--- src/rtl/lsg_pkg.sv ---
package lsg_pkg;

    localparam int REG_W   = 16;
    localparam int MATCH_W = 9;

    typedef struct packed {
        logic match;
        logic hblank;
        logic vblank;
    } flags_t;

    typedef struct packed {
        logic [MATCH_W-1:0] match_line;
        logic               en_match;
        logic               en_hblank;
        logic               en_vblank;
    } ctrl_t;

    typedef struct packed {
        logic hb_enter;
        logic line_start;
    } evt_t;

    // Argument is {wr[15:7], wr[5:3]}: the only writable bits.
    function automatic ctrl_t ctrl_from_bits(input logic [11:0] b);
        ctrl_t c;
        c.match_line = {b[3], b[11:4]};
        c.en_match   = b[2];
        c.en_hblank  = b[1];
        c.en_vblank  = b[0];
        return c;
    endfunction

    function automatic logic [REG_W-1:0] stat_word(input ctrl_t c, input flags_t f);
        return {c.match_line[7:0], c.match_line[8], 1'b0,
                c.en_match, c.en_hblank, c.en_vblank,
                f.match, f.hblank, f.vblank};
    endfunction

endpackage

--- src/rtl/lsg_line_timer.sv ---
module lsg_line_timer
    import lsg_pkg::*;
#(
    parameter int LINE_CYCLES   = 355,
    parameter int HBLANK_CYCLES = 99,
    parameter int TOTAL_LINES   = 263,
    parameter int LW            = 9
) (
    input  logic          clk,
    input  logic          rst,
    output logic [LW-1:0] line_q,
    output logic [LW-1:0] next_line,
    output evt_t          ev,
    output logic          frame_start
);
    localparam int CW = $clog2(LINE_CYCLES);
    localparam logic [CW-1:0] LAST_C  = CW'(LINE_CYCLES - 1);
    localparam logic [CW-1:0] HB_PRE  = CW'(LINE_CYCLES - HBLANK_CYCLES - 1);
    localparam logic [LW-1:0] LAST_LN = LW'(TOTAL_LINES - 1);

    logic [CW-1:0] cyc_q;

    always_comb begin
        ev.hb_enter   = (cyc_q == HB_PRE);
        ev.line_start = (cyc_q == LAST_C);
        next_line     = (line_q == LAST_LN) ? '0 : line_q + 1'b1;
    end

    always_ff @(posedge clk) begin
        if (rst) begin
            cyc_q       <= '0;
            line_q      <= '0;
            frame_start <= 1'b0;
        end else begin
            frame_start <= 1'b0;
            if (ev.line_start) begin
                cyc_q       <= '0;
                line_q      <= next_line;
                frame_start <= (next_line == '0);
            end else begin
                cyc_q <= cyc_q + 1'b1;
            end
        end
    end
endmodule

--- src/rtl/lsg_status_reg.sv ---
module lsg_status_reg
    import lsg_pkg::*;
#(
    parameter int VISIBLE_LINES = 192,
    parameter int TOTAL_LINES   = 263,
    parameter int LW            = 9
) (
    input  logic             clk,
    input  logic             rst,
    input  evt_t             ev,
    input  logic [LW-1:0]    next_line,
    input  logic             wr_en,
    input  logic [REG_W-1:0] wr_data,
    output logic [REG_W-1:0] stat_q,
    output logic             irq_hblank,
    output logic             irq_vblank,
    output logic             irq_match
);
    localparam logic [LW-1:0] VBL_ON  = LW'(VISIBLE_LINES);
    localparam logic [LW-1:0] VBL_OFF = LW'(TOTAL_LINES - 1);

    flags_t flags_q;
    ctrl_t  ctrl_q;
    logic   hit;
    logic   unused_wr;

    assign unused_wr = ^{wr_data[6], wr_data[2:0]};
    assign hit       = (MATCH_W'(next_line) == ctrl_q.match_line);
    assign stat_q    = stat_word(ctrl_q, flags_q);

    always_ff @(posedge clk) begin
        if (rst) begin
            flags_q    <= '0;
            ctrl_q     <= '0;
            irq_hblank <= 1'b0;
            irq_vblank <= 1'b0;
            irq_match  <= 1'b0;
        end else begin
            irq_hblank <= 1'b0;
            irq_vblank <= 1'b0;
            irq_match  <= 1'b0;
            if (ev.hb_enter) begin
                flags_q.hblank <= 1'b1;
                irq_hblank     <= ctrl_q.en_hblank;
            end
            if (ev.line_start) begin
                flags_q.hblank <= 1'b0;
                flags_q.match  <= hit;
                irq_match      <= hit & ctrl_q.en_match;
                if (next_line == VBL_ON) begin
                    flags_q.vblank <= 1'b1;
                    irq_vblank     <= ctrl_q.en_vblank;
                end else if (next_line == VBL_OFF) begin
                    flags_q.vblank <= 1'b0;
                end
            end
            if (wr_en) begin
                ctrl_q <= ctrl_from_bits({wr_data[15:7], wr_data[5:3]});
            end
        end
    end
endmodule

--- src/rtl/lsg_render_sched.sv ---
module lsg_render_sched #(
    parameter int VISIBLE_LINES = 192,
    parameter int TOTAL_LINES   = 263,
    parameter int AHEAD_LINES   = 48,
    parameter int LW            = 9
) (
    input  logic          clk,
    input  logic          rst,
    input  logic          hb_enter,
    input  logic [LW-1:0] line_q,
    output logic          render_stb,
    output logic [LW-1:0] render_line,
    output logic          ahead_stb,
    output logic [LW-1:0] ahead_line
);
    localparam logic [LW-1:0] VIS_L = LW'(VISIBLE_LINES);

    logic visible;
    assign visible = (line_q < VIS_L);

    always_ff @(posedge clk) begin
        if (rst) begin
            render_stb  <= 1'b0;
            render_line <= '0;
        end else begin
            render_stb <= hb_enter & visible;
            if (hb_enter & visible) render_line <= line_q;
        end
    end

    generate
        if (AHEAD_LINES > 0) begin : g_ahead
            localparam logic [LW-1:0] TAIL_L = LW'(TOTAL_LINES - AHEAD_LINES);
            localparam logic [LW-1:0] FWD    = LW'(AHEAD_LINES);
            localparam logic [LW-1:0] BACK   = LW'(TOTAL_LINES - AHEAD_LINES);
            logic tail;
            assign tail = (line_q >= TAIL_L);
            always_ff @(posedge clk) begin
                if (rst) begin
                    ahead_stb  <= 1'b0;
                    ahead_line <= '0;
                end else begin
                    ahead_stb <= hb_enter & (visible | tail);
                    if (hb_enter & visible)   ahead_line <= line_q + FWD;
                    else if (hb_enter & tail) ahead_line <= line_q - BACK;
                end
            end
        end else begin : g_no_ahead
            assign ahead_stb  = 1'b0;
            assign ahead_line = '0;
        end
    endgenerate
endmodule

--- src/rtl/scanline_status_gen.sv ---
module scanline_status_gen
    import lsg_pkg::*;
#(
    parameter int LINE_CYCLES   = 355,
    parameter int HBLANK_CYCLES = 99,
    parameter int VISIBLE_LINES = 192,
    parameter int TOTAL_LINES   = 263,
    parameter int AHEAD_LINES   = 48,
    localparam int LW           = $clog2(TOTAL_LINES)
) (
    input  logic          clk,
    input  logic          rst,
    input  logic          wr_en,
    input  logic [15:0]   wr_data,
    output logic [15:0]   stat_rd,
    output logic [15:0]   line_rd,
    output logic          irq_hblank,
    output logic          irq_vblank,
    output logic          irq_match,
    output logic          frame_start,
    output logic          render_stb,
    output logic [LW-1:0] render_line,
    output logic          ahead_stb,
    output logic [LW-1:0] ahead_line
);
    logic [LW-1:0] line_q;
    logic [LW-1:0] next_line;
    evt_t          ev;

    lsg_line_timer #(
        .LINE_CYCLES(LINE_CYCLES), .HBLANK_CYCLES(HBLANK_CYCLES),
        .TOTAL_LINES(TOTAL_LINES), .LW(LW)
    ) u_timer (
        .clk(clk), .rst(rst), .line_q(line_q), .next_line(next_line),
        .ev(ev), .frame_start(frame_start)
    );

    lsg_status_reg #(
        .VISIBLE_LINES(VISIBLE_LINES), .TOTAL_LINES(TOTAL_LINES), .LW(LW)
    ) u_status (
        .clk(clk), .rst(rst), .ev(ev), .next_line(next_line),
        .wr_en(wr_en), .wr_data(wr_data), .stat_q(stat_rd),
        .irq_hblank(irq_hblank), .irq_vblank(irq_vblank), .irq_match(irq_match)
    );

    lsg_render_sched #(
        .VISIBLE_LINES(VISIBLE_LINES), .TOTAL_LINES(TOTAL_LINES),
        .AHEAD_LINES(AHEAD_LINES), .LW(LW)
    ) u_render (
        .clk(clk), .rst(rst), .hb_enter(ev.hb_enter), .line_q(line_q),
        .render_stb(render_stb), .render_line(render_line),
        .ahead_stb(ahead_stb), .ahead_line(ahead_line)
    );

    assign line_rd = 16'(line_q);
endmodule

--- config.mk ---
export PLATFORM = sky130hd
export DESIGN_NAME = scanline_status_gen
export DESIGN_NICKNAME = d
export VERILOG_FILES = /design/src/rtl/lsg_pkg.sv /design/src/rtl/lsg_line_timer.sv /design/src/rtl/lsg_status_reg.sv /design/src/rtl/lsg_render_sched.sv /design/src/rtl/scanline_status_gen.sv
export SDC_FILE = /design/constraint.sdc
export NUM_CORES = 1
export LEC_CHECK = 0
export BUFFER_PORTS_ARGS = -buffer_cell sky130_fd_sc_hd__buf_2
export CAP_MARGIN = 20
export CORE_ASPECT_RATIO = 2
export CORE_UTILIZATION = 34
export CTS_CLUSTER_DIAMETER = 40
export DETAILED_ROUTE_END_ITERATION = 10
export GPL_TIMING_DRIVEN = 1
export PLACE_DENSITY_LB_ADDON = 0.1
export SYNTH_ARGS = -nofsm -noshare
export SYNTH_HDL_FRONTEND = slang
export SYNTH_SLANG_ARGS = --single-unit
--- constraint.sdc ---
create_clock -name clk -period 2.6 [get_ports clk]
set_clock_uncertainty 0.2 [all_clocks]
set_input_delay 0 -clock clk [delete_from_list [all_inputs] [get_ports clk]]
set_output_delay 0 -clock clk [all_outputs]
set_load 0.005 [all_outputs]
==> reports/qor.csv <==
metric;value;unit
cts-root-buf;clkbuf_16;
clockPowerShare;53.0;%
wl;9160;um
slowest_stage;or4_4;
yosys.area.top_type;dfxtp_1;
finalPower;2.22;mW
dpl.hpwl;6770;um
rows;48;
yosysWarningCount;0;
fin_setup_tns;0;ps
grt_pass1_vias;2881;
die_w;68.6;um
fp.dieH;135;um
post-route-period-util;92.0;%
diodes;0;
critPathArrivalTime;2430;ps
outcome;complete, no violations;
fmax;0.418;GHz
worstHoldPathCells;3;
grt_max_degree;37;
drt_iter0_markers;153;
area_growth_syn_to_layout;40.4;%
wl_per_cell;15.6;um
maxCapViolCount;0;
synth_compound_area_share;13.2;%
p_seq_share;40.8;%
rsz0062_at_grt;false;
p_per_area;524;nW/um^2
h-tree-depth;3;
p_sw_share;22.1;%
p_comb_share;6.3;%
cp_top_family;simple AND/OR/NAND/NOR gates;
synthAdderAreaFrac;3.73;%
synth_mux_area_share;5.64;%
synthCells;362;
clockBufferDepth;2;
yosys_register_bits;57;
tritoncts;yes;
cts_setup_buffers;0;
cp-start-kind;flop;
drive_gt1_share;27.5;%
slew_violations;0;
async_reset_ff_share;0;%
drt-vias-per-instance;5.09;
worstPathMaxFanout;7;
antenna_found_initial;0;
num_vias;2986;
clkTransAtPathRegs;50;ps
clkSinkCount;57;
die_area;9270;um^2
synth_area_leaders;dfxtp_1 (38%), nor2_1 (6.2%), mux2i_1 (5.6%);
io_pins;75;
crit_path_end_kind;flop;
synth-simple-area-share;24.4;%
synth_top_family_by_area;simple AND/OR/NAND/NOR gates;
cp.depth;8;
gp_congestion;0.876;
syn_area;3020;um^2
cts_buffers;9;
hold_path.class;in2reg;
synth_top_flop_cell;dfxtp_1;
fin_nets;510;
synth_top_area_share;37.8;%
power_switching;0.490;mW
hold_violations;0;
rr_worst_depth;8;
post_synth.cell_area_avg;8.33;um^2
p_int;1.73;mW
crit_required;2640;ps
period_needed;2390;ps
cp_num_buf_inv;1;
layout.cells.non_filler;587;
criticalPathCategory;reg2reg;
insertion_delay;330;ps
grt_util_all_layers;21.8;%
yosysSeqAreaShare;37.8;%
synth.most_common_cell;dfxtp_1;
dp.cells;539;
synth_cell_types;56;
coreArea;8590;um^2
synth_edf_count;0;
final_antenna_net_count;0;
grt_pass1_wl;14600;um
irDropWorstVdd;0.347;mV
drtPass1Iterations;4;
io_buffers;62;
drc;0;
start_util;35.1;%
leakagePower;1.89;nW
crit_path_max_incr_delay;470;ps
path_cells;ha_1 > buf_4 > and4_1 > nand3_2 > a21oi_1 > a31oi_1 > or4_4 > o31ai_1;
finalSetupViolations;0;
grt_overflow_total;0;
synthTopCellsByCount;dfxtp_1 (57), nor2_1 (50), nand2_1 (33);
synth_xor_area_share;6.68;%
registers in the layout, indices dropped and copies added (netlist names):
| register | count |
|---|---|
| u_timer.line_q | 9 |
| u_status.irq_match | 1 |
| u_status.irq_vblank | 1 |
| u_timer.frame_start | 1 |
| u_render.render_stb | 1 |
| u_status.stat_q | 15 |
| u_render.ahead_stb | 1 |
| u_status.irq_hblank | 1 |
| u_timer.cyc_q | 9 |
| u_render.render_line | 9 |
| u_render.ahead_line | 9 |
layout make-up:
type	instances	area (um^2)
inverters	14	52.6
clock buffers	10	239
clock inverters	6	57.6
multi-input cells	263	1650
well taps	100	125
repair buffers	137	963
fillers	858	4360
flip-flops and latches	57	1140
cell families (layout without fill, tap and decap cells):
kind of cell | after synthesis | in the layout
AOI/OAI and AO/OA | 64 | 64
xor gates and xnor gates | 23 | 23
adders and majority gates | 9 | 9
buffers and inverters | 49 | 167
DFF | 57 | 57
muxes | 17 | 17
other | 1 | 8
and+or+nand+nor | 142 | 142
stage by stage:
step           hold WS [ps]  area (um^2)  setup WS (ps)  util (%)
2_1_floorplan         -52.8         3040            242         -
3_3_place_gp           36.6         3610           89.2      42.0
3_5_place_dp           39.7         3610           50.4      42.0
4_1_cts                30.4         4220           53.1      49.1
5_1_grt                45.3         4230           39.7      49.3
6_report               30.3         4230            208      49.3
what timing repair did:
| action | CTS | global route |
|---|---|---|
| hold endpoints to repair | 12 | 0 |
| gates resized for setup | 0 | 4 |
| setup endpoints to repair | 0 | 4 |
| hold buffers | 31 | 0 |
per-layer routing:
layer / wire, um / track usage (%) / vias to the layer above
met5: 0 / 0 / -
met4: 274 / 11.0 / 0
met2: 5260 / 39.7 / 69
li1: - / - / 1473
met3: 216 / 3.70 / 20
met1: 3410 / 22.6 / 1424
worst min-delay path, delay by kind of cell:
family	cells	cell delay, ps
buffers and inverters	1	240
and+or+nand+nor	2	270
power groups by stage:
stage	Clock, mW	Sequential [mW]	Combinational [mW]
after floorplan	0	0.922	0.0607
after global placement	0	0.922	0.0934
after detailed placement	0	0.922	0.0945
after CTS	1.21	0.904	0.138
after global routing	1.23	0.906	0.154
final	1.18	0.905	0.139
path summary, 6_finish.rpt:
| path | start | end | slack [ps] |
|---|---|---|---|
| worst min register to register | u_render.render_line[6] | u_render.render_line[6] | 250 |
| worst max register to register | u_timer.line_q[0] | u_status.stat_q[0] | 210 |
| worst min-delay path | rst | u_timer.frame_start | 30 |
| worst max-delay path | u_timer.line_q[0] | u_status.stat_q[0] | 210 |
cells in the final DEF, fill, tap and decap left out, types with 4 or more instances in the layout:
cell           instances
nand2b_1               5
dlygate4sd3_1         31
ha_1                   9
and4_1                 4
nor2_1                50
a21oi_1               26
buf_4                 43
buf_2                 62
o21ai_0               10
a211oi_1               9
inv_1                 13
nor3_1                 4
dfxtp_1               55
xnor2_1               15
clkbuf_16              9
nand3_1                7
nand2_1               33
or3_1                  5
nand4_1                5
clkinv_2               4
mux2i_1               17
a31oi_1                4
conb_1                 8
nor4_1                 4
xor2_1                 8
Power figures use the tool's default switching activity.
